$ cat src/rtl/sio_pkg.sv
package sio_pkg;

  typedef enum logic [1:0] {
    REG_CTRL  = 2'd0,
    REG_TXBUF = 2'd1,
    REG_SHIFT = 2'd2,
    REG_NONE  = 2'd3
  } reg_addr_e;

  // Control register layout; field positions are software-visible.
  typedef struct packed {
    logic       en;
    logic       duplex;
    logic       slave;
    logic [1:0] spare;
    logic [2:0] div_sel;
  } ctrl_t;

  localparam int unsigned CTRL_W = $bits(ctrl_t);

endpackage

$ cat src/rtl/sio_sync.sv
module sio_sync #(
  parameter int          W       = 1,
  parameter int          STAGES  = 2,
  parameter logic [W-1:0] RST_VAL = '0
) (
  input  logic         clk,
  input  logic         rst_n,
  input  logic [W-1:0] d,
  output logic [W-1:0] q
);

  logic [STAGES-1:0][W-1:0] stg;

  always_ff @(posedge clk or negedge rst_n) begin
    if (!rst_n) begin
      stg <= {STAGES{RST_VAL}};
    end else begin
      stg[0] <= d;
      for (int i = 1; i < STAGES; i++) begin
        stg[i] <= stg[i-1];
      end
    end
  end

  assign q = stg[STAGES-1];

endmodule

$ cat src/rtl/sio_clkgen.sv
// Half-period tick generator for the master serial clock.
module sio_clkgen #(
  parameter int SEL_W     = 3,
  parameter int MAX_LOG2  = 6
) (
  input  logic             clk,
  input  logic             rst_n,
  input  logic             run,
  input  logic [SEL_W-1:0] sel,
  output logic             tick
);

  localparam int CNT_W = (MAX_LOG2 > 0) ? MAX_LOG2 : 1;

  logic [CNT_W-1:0] cnt;
  logic [CNT_W-1:0] limit;

  always_comb begin
    if (sel > SEL_W'(MAX_LOG2)) begin
      limit = CNT_W'((1 << MAX_LOG2) - 1);
    end else begin
      limit = CNT_W'((1 << sel) - 1);
    end
  end

  assign tick = run && (cnt == limit);

  always_ff @(posedge clk or negedge rst_n) begin
    if (!rst_n) begin
      cnt <= '0;
    end else if (!run || tick) begin
      cnt <= '0;
    end else begin
      cnt <= cnt + 1'b1;
    end
  end

endmodule

$ cat src/rtl/sio_shifter.sv
// Shift register with separate output latch: sample on rise, present on fall.
module sio_shifter #(
  parameter int DATA_W = 8
) (
  input  logic              clk,
  input  logic              rst_n,
  input  logic              load,
  input  logic              load_data,
  input  logic [DATA_W-1:0] load_val,
  input  logic              sample,
  input  logic              din,
  input  logic              present,
  output logic [DATA_W-1:0] shift_q,
  output logic              dout,
  output logic              last
);

  localparam int CNT_W = (DATA_W > 2) ? $clog2(DATA_W) : 1;

  logic [CNT_W-1:0] bit_cnt;

  assign last = sample && (bit_cnt == CNT_W'(DATA_W - 1));

  always_ff @(posedge clk or negedge rst_n) begin
    if (!rst_n) begin
      shift_q <= '0;
      dout    <= 1'b1;
      bit_cnt <= '0;
    end else if (load) begin
      bit_cnt <= '0;
      if (load_data) begin
        shift_q <= load_val;
        dout    <= load_val[DATA_W-1];
      end else begin
        dout    <= shift_q[DATA_W-1];
      end
    end else begin
      if (sample) begin
        shift_q <= {shift_q[DATA_W-2:0], din};
        bit_cnt <= last ? '0 : bit_cnt + 1'b1;
      end
      if (present) begin
        dout <= shift_q[DATA_W-1];
      end
    end
  end

endmodule

$ cat src/rtl/sio_port.sv
module sio_port
  import sio_pkg::*;
#(
  parameter int DATA_W       = 8,
  parameter int SEL_W        = 3,
  parameter int MAX_DIV_LOG2 = 7,
  parameter int SYNC_STAGES  = 2
) (
  input  logic              clk,
  input  logic              rst_n,
  input  logic              reg_wr,
  input  logic              reg_rd,
  input  logic [1:0]        reg_addr,
  input  logic [DATA_W-1:0] reg_wdata,
  output logic [DATA_W-1:0] reg_rdata,
  output logic              sck_o,
  input  logic              sck_i,
  output logic              sdo,
  input  logic              sdi,
  input  logic              ss_n,
  output logic              busy,
  output logic              done_irq
);

  localparam int HALF_LOG2_MAX = MAX_DIV_LOG2 - 1;
  localparam int SYNC_W        = 3;

  ctrl_t             ctrl_q;
  logic [DATA_W-1:0] txbuf_q;
  logic [DATA_W-1:0] shift_q;
  logic              busy_q;
  logic              done_q;
  logic              sck_q;

  // ---------------- slave-side synchronisers ----------------
  logic [SYNC_W-1:0] sync_out;
  logic              s_sck, s_ss_n, s_sdi, s_sck_prev;

  sio_sync #(
    .W      (SYNC_W),
    .STAGES (SYNC_STAGES),
    .RST_VAL(3'b110)
  ) u_sync (
    .clk  (clk),
    .rst_n(rst_n),
    .d    ({sck_i, ss_n, sdi}),
    .q    (sync_out)
  );

  assign {s_sck, s_ss_n, s_sdi} = sync_out;

  always_ff @(posedge clk or negedge rst_n) begin
    if (!rst_n) s_sck_prev <= 1'b1;
    else        s_sck_prev <= s_sck;
  end

  // ---------------- access decode and start ----------------
  logic wr_ctrl, wr_tx, rd_shift, sel_ok, start;

  assign wr_ctrl  = reg_wr && (reg_addr == REG_CTRL)  && !busy_q;
  assign wr_tx    = reg_wr && (reg_addr == REG_TXBUF) && !busy_q;
  assign rd_shift = reg_rd && (reg_addr == REG_SHIFT) && !busy_q;
  assign sel_ok   = !ctrl_q.slave || !s_ss_n;
  assign start    = ctrl_q.en && sel_ok && (ctrl_q.duplex ? wr_tx : rd_shift);

  always_ff @(posedge clk or negedge rst_n) begin
    if (!rst_n) begin
      ctrl_q  <= '0;
      txbuf_q <= '0;
    end else begin
      if (wr_ctrl) begin
        ctrl_q       <= ctrl_t'(reg_wdata[CTRL_W-1:0]);
        ctrl_q.spare <= '0;
      end
      if (wr_tx) txbuf_q <= reg_wdata;
    end
  end

  always_comb begin
    unique case (reg_addr)
      REG_CTRL:  reg_rdata = DATA_W'(ctrl_q);
      REG_TXBUF: reg_rdata = txbuf_q;
      REG_SHIFT: reg_rdata = shift_q;
      default:   reg_rdata = '0;
    endcase
  end

  // ---------------- master clock ----------------
  logic tick, m_fall, m_rise;

  sio_clkgen #(
    .SEL_W   (SEL_W),
    .MAX_LOG2(HALF_LOG2_MAX)
  ) u_clkgen (
    .clk  (clk),
    .rst_n(rst_n),
    .run  (busy_q && !ctrl_q.slave),
    .sel  (ctrl_q.div_sel),
    .tick (tick)
  );

  assign m_fall = tick && sck_q;
  assign m_rise = tick && !sck_q;

  always_ff @(posedge clk or negedge rst_n) begin
    if (!rst_n)    sck_q <= 1'b1;
    else if (tick) sck_q <= !sck_q;
  end

  // ---------------- edge selection ----------------
  logic s_rise, s_fall, do_sample, do_present, shift_din, last;

  assign s_rise     = busy_q && ctrl_q.slave && s_sck && !s_sck_prev;
  assign s_fall     = busy_q && ctrl_q.slave && !s_sck && s_sck_prev;
  assign do_sample  = ctrl_q.slave ? s_rise : m_rise;
  assign do_present = ctrl_q.slave ? s_fall : m_fall;
  assign shift_din  = ctrl_q.slave ? s_sdi  : sdi;

  sio_shifter #(
    .DATA_W(DATA_W)
  ) u_shifter (
    .clk      (clk),
    .rst_n    (rst_n),
    .load     (start),
    .load_data(ctrl_q.duplex),
    .load_val (reg_wdata),
    .sample   (do_sample),
    .din      (shift_din),
    .present  (do_present),
    .shift_q  (shift_q),
    .dout     (sdo),
    .last     (last)
  );

  always_ff @(posedge clk or negedge rst_n) begin
    if (!rst_n) begin
      busy_q <= 1'b0;
      done_q <= 1'b0;
    end else begin
      done_q <= last;
      if (start)     busy_q <= 1'b1;
      else if (last) busy_q <= 1'b0;
    end
  end

  assign busy     = busy_q;
  assign done_irq = done_q;
  assign sck_o    = sck_q;

endmodule

$ cat config.mk
export PLATFORM = sky130hd
export DESIGN_NAME = sio_port
export DESIGN_NICKNAME = d
export VERILOG_FILES = /design/src/rtl/sio_pkg.sv /design/src/rtl/sio_sync.sv /design/src/rtl/sio_clkgen.sv /design/src/rtl/sio_shifter.sv /design/src/rtl/sio_port.sv
export SDC_FILE = /design/constraint.sdc
export NUM_CORES = 1
export LEC_CHECK = 0
export BUFFER_PORTS_ARGS = -buffer_cell sky130_fd_sc_hd__buf_2
export CORE_UTILIZATION = 40
export DETAILED_ROUTE_END_ITERATION = 7
export MAX_ROUTING_LAYER = met4
export PLACE_DENSITY_LB_ADDON = 0.15
export SKIP_CTS_REPAIR_TIMING = 1
export SYNTH_ARGS = -nofsm -noshare
export SYNTH_HDL_FRONTEND = slang
export SYNTH_SLANG_ARGS = --single-unit
export TNS_END_PERCENT = 20
$ cat constraint.sdc
create_clock -name clk -period 3.6 [get_ports clk]
set_clock_uncertainty 0.05 [all_clocks]
set_input_delay 1.08 -clock clk [delete_from_list [all_inputs] [get_ports clk]]
set_output_delay 1.08 -clock clk [all_outputs]
set_load 0.005 [all_outputs]
* After elaboration in Yosys (flattened, before gate mapping)
Index checks and enable logic that the tools add are counted.
Storage, ports and cells: word-level logic and storage cells 75, input bits 17, register bits 42, output and inout bits 12
Operators by class: mux-type cells 18, magnitude comparators 1, shift operators 1, reduce and logical (&&, ||, !) cells 32, equal/unequal tests 5, add/sub/neg operators 3
Operators with widths (number):
- 8-bit two-way mux | 3
- 8-bit case mux with 3 select lines | 1
- 1-bit logical AND | 18
- 6-bit two-way mux | 2
- 1-bit two-way mux | 9
- 3-bit two-way mux | 3
- 1-bit logical NOT | 7
- 6-bit by 1-bit adder with 6-bit output (second input constant) | 1
- 6-bit equality test | 1
- 2-bit nonzero test | 3
- 1-bit by 3-bit left shift with 6-bit output (first input constant) | 1
- 6-bit by 2-bit subtractor with 6-bit output (second input constant) | 1
- 3-bit by 1-bit adder with 3-bit output (second input constant) | 1
- 3-bit equality test (second input constant) | 1
- 3-bit greater-than comparator (second input constant) | 1
- 2-bit by 1-bit equality test with 1-bit output (second input constant) | 1
- 2-bit equality test (second input constant) | 1
- 2-bit logical NOT | 1
- 1-bit logical OR | 2
- 2-bit inequality test (second input constant) | 1
- 2-bit AND reduction | 1

* Logic depth before layout (Yosys ltp)
Gate-level depths: netlist of run 1.
depth after elaboration 11, mapped depth 13, mapped depth without buffers 10

* Cells and area by module
From an unflattened synthesis of run 1, not the netlist that was laid out.
Second synthesis, totals: cell total of the unflattened synthesis 189, area, all modules 2213.4 um^2
Modules (own cells, without submodules):
- sio_port | times used 1, area each 924.6 um^2, cells an instance 80, seq. area each 452.9 um^2
- sio_shifter | times used 1, area each 670.6 um^2, cells an instance 53, seq. area each 301.5 um^2
- sio_clkgen | times used 1, area each 440.4 um^2, cells an instance 47, seq. area each 150.1 um^2
- sio_sync | times used 1, area each 177.7 um^2, cells an instance 9, seq. area each 155.1 um^2

* Worst setup path before layout of run 1
OpenSTA, ideal clock, no wires.
path type input-to-reg, start in reg_addr[1], end reg u_shifter.shift_q[2], stages 7, setup slack 734 ps, required time 3423 ps, setup time 127 ps, path buffers 2, arrival 2688 ps, cell sequence nor2b_1 > clkbuf_1 > a31oi_1 > nor3_2 > buf_2 > mux2_1 > mux2_1
On the way: longest elaborated chain between the ends 7, elaborated cells on any way between the ends 12, classes of those cells eq/ne (3); mux (2); reduce/logical (7)
RTL lines:
- from (decl) | line sio_port.sv:13 | input logic [1:0] reg_addr,
- 2-bit equality test or 2-bit by 1-bit equality test with 1-bit output (tied branches) | line sio_port.sv:62, sio_port.sv:61
- 1-bit logical AND, on equally long branches (2 in series) | line sio_port.sv:62, sio_port.sv:61
- 1-bit two-way mux (*) | line sio_port.sv:64 | assign start = ctrl_q.en && sel_ok && (ctrl_q.duplex ? wr_tx : rd_shift);
- 1-bit logical AND (*) | line sio_port.sv:64
- 2-bit inequality test (no source line) or 2-bit nonzero test (tied branches)
- 2-bit AND reduction (no source line)
- to (signal assigned) | line sio_shifter.sv:32 | shift_q <= load_val;
- to (signal assigned) | line sio_shifter.sv:39 | shift_q <= {shift_q[DATA_W-2:0], din};
- to (decl) | line sio_shifter.sv:13 | output logic [DATA_W-1:0] shift_q,
Mark *: on every way between the ends. The rest lies on a longest branch, timed or not. A chain may end at the register's enable or synchronous reset.

* Worst setup path in the final report of run 1
start in reg_addr[1], end out reg_rdata[1]
On the way: longest elaborated chain between the ends 2, elaborated cells on any way between the ends 4, classes of those cells eq/ne (2); mux (1); reduce/logical (1)
RTL lines:
- 2-bit equality test, or another cell as far along | line sio_port.sv:80 | unique case (reg_addr)
- 8-bit case mux with 3 select lines (*) | line sio_port.sv:80
- to (decl) | line sio_port.sv:15 | output logic [DATA_W-1:0] reg_rdata,
Marks and branches as above.

==> impl_metrics.yaml, run 1 <==
global_routing:
  grt_util_all_layers_pct: 17.4
  grt_pass1_wl_um: 7750
  grt_max_degree: 43
  gr-total-overflow: 0
  grt_pass1_vias: 1525
  antenna_found_initial: 0
setup_path:
  worst-path-buf-inv: 3
  slowest_stage: "nor2b_1"
  required_ns: 2.47
  slowest_delay_ns: 0.28
  ff2ff_path_depth: 8
  path_cells: "buf_2, nor2b_1, buf_4, nand2_1, o21ai_0, buf_2"
  cp-start-kind: "input port"
  critPathArrivalTime_ns: 2.05
  cp-end-kind: "primary output"
  cp_top_family: "buffers and inverters"
  crit_path_start: "reg_addr[1]"
  crit_type: "input port to primary output"
  reg2reg_from: "ctrl_q[2]"
  path_depth: 6
  cpMostUsedCell: "buf_2"
  worstPathMaxFanout: 11
pwr:
  clkPwrFrac_pct: 17.0
  power.net_switching_mw: 0.677
  swShare_pct: 36.8
  ir_worst_vdd_mv: 0.269
  internal_power_mw: 1.16
  power_frac_comb_pct: 37.2
  p_leak_nw: 1.12
  pwr_density_cell_mw_per_mm2: 719
  power_frac_seq_pct: 45.8
detailed_routing:
  route.detailed.drc: 0
  vias: 1506
  dr.pass1.iters: 4
  antenna_left: 0
  wire_per_inst_um: 15.0
  routed_wirelength_um: 4500
  drt_iter0_drc: 64
  via_per_inst: 5.02
timing:
  finalCriticalPeriod_ns: 3.18
  maxSlewViolCount: 0
  slew_headroom_pct: 38.7
  final.setup.tns_ns: 0
  rsz0062_at_grt: "no"
  fin_crit_sh_pct: 88.3
  max_freq_mhz: 315
  timing.final.hold_violations: 0
  worstMarginPinSlew_ns: 0.920
  finalSetupViolCount: 0
synthesis:
  syn-num-nets: 221
  async_flop_share_pct: 100
  yosys-top-cells-area: "dfrtp_1 (39%), mux2_2 (8.5%), dfstp_2 (8.2%)"
  synth_area_leader_cell: "dfrtp_1"
  synth_top_cell_area_share_pct: 38.9
  syn_area_mm2: 0.00225
  syn_area_per_cell_um2: 11.3
  synth.distinct_cells: 47
  synthFlopType: "dfrtp_1"
  synth-edff-count: 0
  ys_warn_count: 0
  ys_seq_area_share_pct: 47.1
  ys_ff_latch: 42
  synthesis.instances: 200
place:
  portBuffers: 28
  gp_congestion: 0.781
  dp_hpwl_um: 3200
final_layout:
  layout-drive-gt1-share_pct: 34.3
  utilization_pct: 48.5
  areaGrowthSynthToFinish_pct: 13.6
  layout.nets: 250
  nFillCells: 517
  diodes: 0
status:
  status: "complete, no violations"
die:
  die_y_um: 77.0
  fp.coreArea_mm2: 0.00527
  io_pins: 29
  start_util_pct: 42.7
  rows: 26
  die_x_um: 77.0
  die-area_mm2: 0.00593
cts:
  root_buffer: "clkbuf_8"
  htreeDepth: 2
  cts_tree: "done"
  worstSkewPairLatency_ns: 0.29
  cts.sinks: 42
  path_clk_slew_ns: 0.07
  max-clock-path-buffers: 2
  numCtsBuffers: 5
min_path:
  hold-path-cell-count: 0
  hp-start: "u_sync.stg[2]"
  worstHoldPathType: "flip-flop to flip-flop"
flow_run:
  maxCapViolCount: 0
[cell families (layout without fill, tap and decap cells)]
kind of cell	count (synthesis)	count (layout)	synth area share, %
muxes	36	36	17.9
AOI/OAI and AO/OA	31	31	10.0
buffers and inverters	15	45	3.50
xor gates and xnor gates	8	8	3.11
adders and majority gates	4	4	2.22
DFF	42	42	47.1
and+or+nand+nor	64	64	16.2
[through the flow]
| stage | instances | hold WS [ns] | area, um2 | total power [mW] | setup slack [ns] |
|---|---|---|---|---|---|
| finish | 300 | 0.308 | 2560 | 1.84 | 0.422 |
| global route | 300 | 0.321 | 2560 | 1.99 | 0.344 |
| CTS | 300 | 0.309 | 2560 | 1.86 | 0.410 |
| detailed placement | 292 | 0.295 | 2460 | 1.54 | 0.415 |
| global placement | 292 | 0.284 | 2460 | 1.53 | 0.442 |
| floorplan | 200 | 0.281 | 2250 | 1.35 | 0.734 |
[path summary, 6_finish.rpt]
check                      slack (ns)              endpoint
max reg2reg                      0.55  u_shifter.shift_q[5]
min reg2reg                      0.31           u_sync.q[2]
min                              0.31           u_sync.q[2]
max in group asynchronous        2.05           u_sync.q[0]
max                              0.42          reg_rdata[1]
min in group asynchronous        0.87       u_clkgen.cnt[0]
[synth_stat cells (all sizes together), types with 2 or more instances]
cell type	number
a21oi	3
nand3	3
and4b	2
dfstp	7
a22o	2
nand2b	7
xor2	3
buf	10
nor2	12
and2	2
xnor2	5
mux2	28
inv	3
clkbuf	2
a31oi	2
nor3	4
nand3b	2
nand2	22
nor2b	2
dfrtp	35
mux2i	8
ha	4
o21ai	16
[flip-flops by register name, summed over array words and instances (netlist names), 3 cells and up]
register,flops
txbuf_q,8
u_shifter.shift_q,8
ctrl_q,6
u_clkgen.cnt,6
u_shifter.bit_cnt,3
u_sync.q,3
u_sync.stg,3
[worst register-to-register path, cell delays in order, from the launching register on]
cell and delay, ns:
dfrtp_1 0.58, or3_1 0.40, ha_1 0.33, a221o_1 0.32, a21oi_1 0.20, nand3_1 0.15, o21ai_4 0.15, nand2b_1 0.38
mux2_1 0.37
[cells in the final DEF, fill, tap and decap left out, types with 3 or more instances in the layout]
| master | count |
|---|---|
| nand2_1 | 22 |
| o21ai_0 | 13 |
| xnor2_1 | 5 |
| nor2_1 | 12 |
| buf_2 | 28 |
| inv_1 | 3 |
| clkbuf_8 | 6 |
| a21oi_1 | 3 |
| nand3_1 | 3 |
| xor2_1 | 3 |
| dfstp_2 | 7 |
| ha_1 | 4 |
| mux2i_1 | 8 |
| buf_4 | 6 |
| nand2b_1 | 6 |
| mux2_2 | 17 |
| mux2_1 | 9 |
| dfrtp_1 | 35 |
[layer usage]
metal  up-vias  GRT usage [%]  wire [um]  part of all wire, %
met4         0           4.53         25                 0.56
met1       717           24.1       2340                   52
met3         2           3.93        114                  2.5
li1        766              -          -                    -
met5         -              -          0                    0
met2        21           25.6       2020                   45
[power by group through the flow]
| stage | sequential, mW | combinational (mW) | clock (mW) |
|---|---|---|---|
| 6_report | 0.841 | 0.684 | 0.314 |
| 2_1_floorplan | 0.742 | 0.611 | 0 |
| 4_1_cts | 0.841 | 0.694 | 0.328 |
| 3_3_place_gp | 0.853 | 0.677 | 0 |
| 5_1_grt | 0.870 | 0.770 | 0.347 |
| 3_5_place_dp | 0.850 | 0.690 | 0 |
[cell type report]
type / instances / area [um2] / share of cell area [%]
Clock inverter: 2 / 12.5 / 0.489
Inverter: 3 / 11.3 / 0.440
Timing Repair Buffer: 34 / 185 / 7.24
Tap cell: 70 / 87.6 / 3.42
Multi-Input combinational cell: 143 / 1120 / 43.7
Clock buffer: 6 / 82.6 / 3.23
Sequential cell: 42 / 1060 / 41.4
Power figures use the tool's default switching activity.
==> run 2, diff against run 1 <==
--- a/config.mk
+++ b/config.mk
@@ -7,6 +7,7 @@
 export LEC_CHECK = 0
 export BUFFER_PORTS_ARGS = -buffer_cell sky130_fd_sc_hd__buf_2
 export CORE_UTILIZATION = 40
+export CTS_BUF_LIST = sky130_fd_sc_hd__clkbuf_16
 export DETAILED_ROUTE_END_ITERATION = 7
 export MAX_ROUTING_LAYER = met4
 export PLACE_DENSITY_LB_ADDON = 0.15
==> constraint.sdc (replaced) <==
create_clock -name clk -period 3.4 [get_ports clk]
set_clock_uncertainty 0.05 [all_clocks]
set_input_delay 1.02 -clock clk [delete_from_list [all_inputs] [get_ports clk]]
set_output_delay 1.02 -clock clk [all_outputs]
set_load 0.005 [all_outputs]
==> run 2 against run 1 <==
  * Sequential share of layout area shrank 0.97 points
  * Register-to-register slack got worse by 0.02 ns
  * Largest power group unchanged
  * Highest routed layer unchanged
  * Sequential power up 4.0%
==> impl_metrics.yaml, run 2 (synthesis results as in run 1) <==
cts:
  path_clk_slew_ns: 0.06
  cts.sinks: 42
  max-clock-path-buffers: 2
  worstSkewPairLatency_ns: 0.28
  root_buffer: "clkbuf_16"
  htreeDepth: 2
  numCtsBuffers: 5
  cts_tree: "done"
final_layout:
  diodes: 0
  reg_top3: "txbuf_q: 8 flops, u_shifter.shift_q: 8 flops"
  layout.cells.non_filler: 302
  layout.nets: 252
  areaGrowthSynthToFinish_pct: 16.3
  utilization_pct: 49.7
  mostFrequentLayoutCell: "dfrtp_1"
  layout-drive-gt1-share_pct: 34.5
  final_cell_mix: "dfrtp_1 (35), buf_2 (28), nand2_1 (22)"
setup_path:
  critPathArrivalTime_ns: 2.02
  cp-end-kind: "primary output"
  cp-start-kind: "input port"
  required_ns: 2.33
  crit_path_start: "reg_addr[1]"
  crit_type: "input port to primary output"
  reg2reg_from: "ctrl_q[1]"
  regToRegSetupSlack_ns: 0.53
  worstPathMaxFanout: 11
detailed_routing:
  route.detailed.drc: 0
  via_per_inst: 5.12
  drt_iter0_drc: 93
  vias: 1545
  dr.pass1.iters: 4
  antenna_left: 0
  routed_wirelength_um: 4450
  wire_per_inst_um: 14.7
place:
  pre_cts_ws_ns: 0.321
  gp_congestion: 0.775
  dp_hpwl_um: 3170
  portBuffers: 28
  dp_cells: 294
timing:
  maxSlewViolCount: 0
  max_freq_mhz: 323
  finalCriticalPeriod_ns: 3.09
  slew_headroom_pct: 38.1
  finalSetupViolCount: 0
  rsz0062_at_grt: "no"
  worstMarginPinSlew_ns: 0.929
  fin_crit_sh_pct: 91.0
  layout_setup_ws_ns: 0.307
  hold-worst-slack_ns: 0.300
  timing.final.hold_violations: 0
  final.setup.tns_ns: 0
pwr:
  internal_power_mw: 1.35
  power.net_switching_mw: 0.728
  p_leak_nw: 1.15
  ir_worst_vdd_mv: 0.369
  power_frac_comb_pct: 36.0
  power_frac_seq_pct: 42.2
  pwr_density_cell_mw_per_mm2: 792
  swShare_pct: 35.1
  clkPwrFrac_pct: 21.8
global_routing:
  gr-total-overflow: 0
  grt_pass1_wl_um: 7670
  grt_max_degree: 43
  antenna_found_initial: 0
  grt_util_all_layers_pct: 17.2
  grt_pass1_vias: 1531
die:
  die_y_um: 77.0
  die_x_um: 77.0
  io_pins: 29
  rows: 26
  die-area_mm2: 0.00593
  fp.coreArea_mm2: 0.00527
  start_util_pct: 42.7
status:
  status: "complete, no violations"
min_path:
  hp-start: "u_sync.stg[0]"
  worstHoldPathType: "flip-flop to flip-flop"
flow_run:
  maxCapViolCount: 0
[run 2: changes by cell type in the layout (fill, tap and decap cells not counted), sizes merged]
cell,previous run,this run
buf,34,36
clkbuf,6,5
clkinv,1,2
[run 2: critical path: stages]
cell	delay, ns
buf_2	0.21
nor2b_1	0.34
buf_4	0.21
a22o_1	0.14
buf_2	0.11
[run 2: final cells by class]
class / instances / area [um2]
repair buffers: 36 / 200
inverters: 3 / 11.3
well taps: 70 / 87.6
flip-flops and latches: 42 / 1060
clock buffers: 5 / 125
multi-input cells: 143 / 1120
clock inverters: 3 / 16.3
fillers: 539 / 2650
[run 2: power groups by stage]
stage	clock network [mW]	logic [mW]	registers, mW
3_5_place_dp	0	0.752	0.884
2_1_floorplan	0	0.647	0.785
5_1_grt	0.490	0.846	0.905
4_1_cts	0.470	0.755	0.876
6_report	0.453	0.747	0.875
3_3_place_gp	0	0.744	0.888
[run 2: per-layer routing]
layer  GRT usage, %  part of all wire, %  wire length (um)  up-vias
met1           22.8                   48              2160      739
met2           26.5                   47              2100       32
met3           3.57                  3.3               146        4
li1               -                    -                 -      770
met5              -                    0                 0        -
met4           5.09                 0.92                41        0
[run 2: final timing paths]
kind | endpoint | cells after the start
worst max-delay path | reg_rdata[3] | 5
worst max register to register | u_shifter.shift_q[5] | 9
min in group asynchronous | u_clkgen.cnt[1] | 1
worst min-delay path | u_sync.q[0] | 0
worst min register to register | u_sync.q[0] | 0
max in group asynchronous | ctrl_q[7] | 1
[run 2: stage by stage]
step / total power [mW] / area [um2]
2_1_floorplan: 1.43 / 2250
3_3_place_gp: 1.63 / 2480
3_5_place_dp: 1.64 / 2480
4_1_cts: 2.10 / 2620
5_1_grt: 2.24 / 2620
6_report: 2.07 / 2620
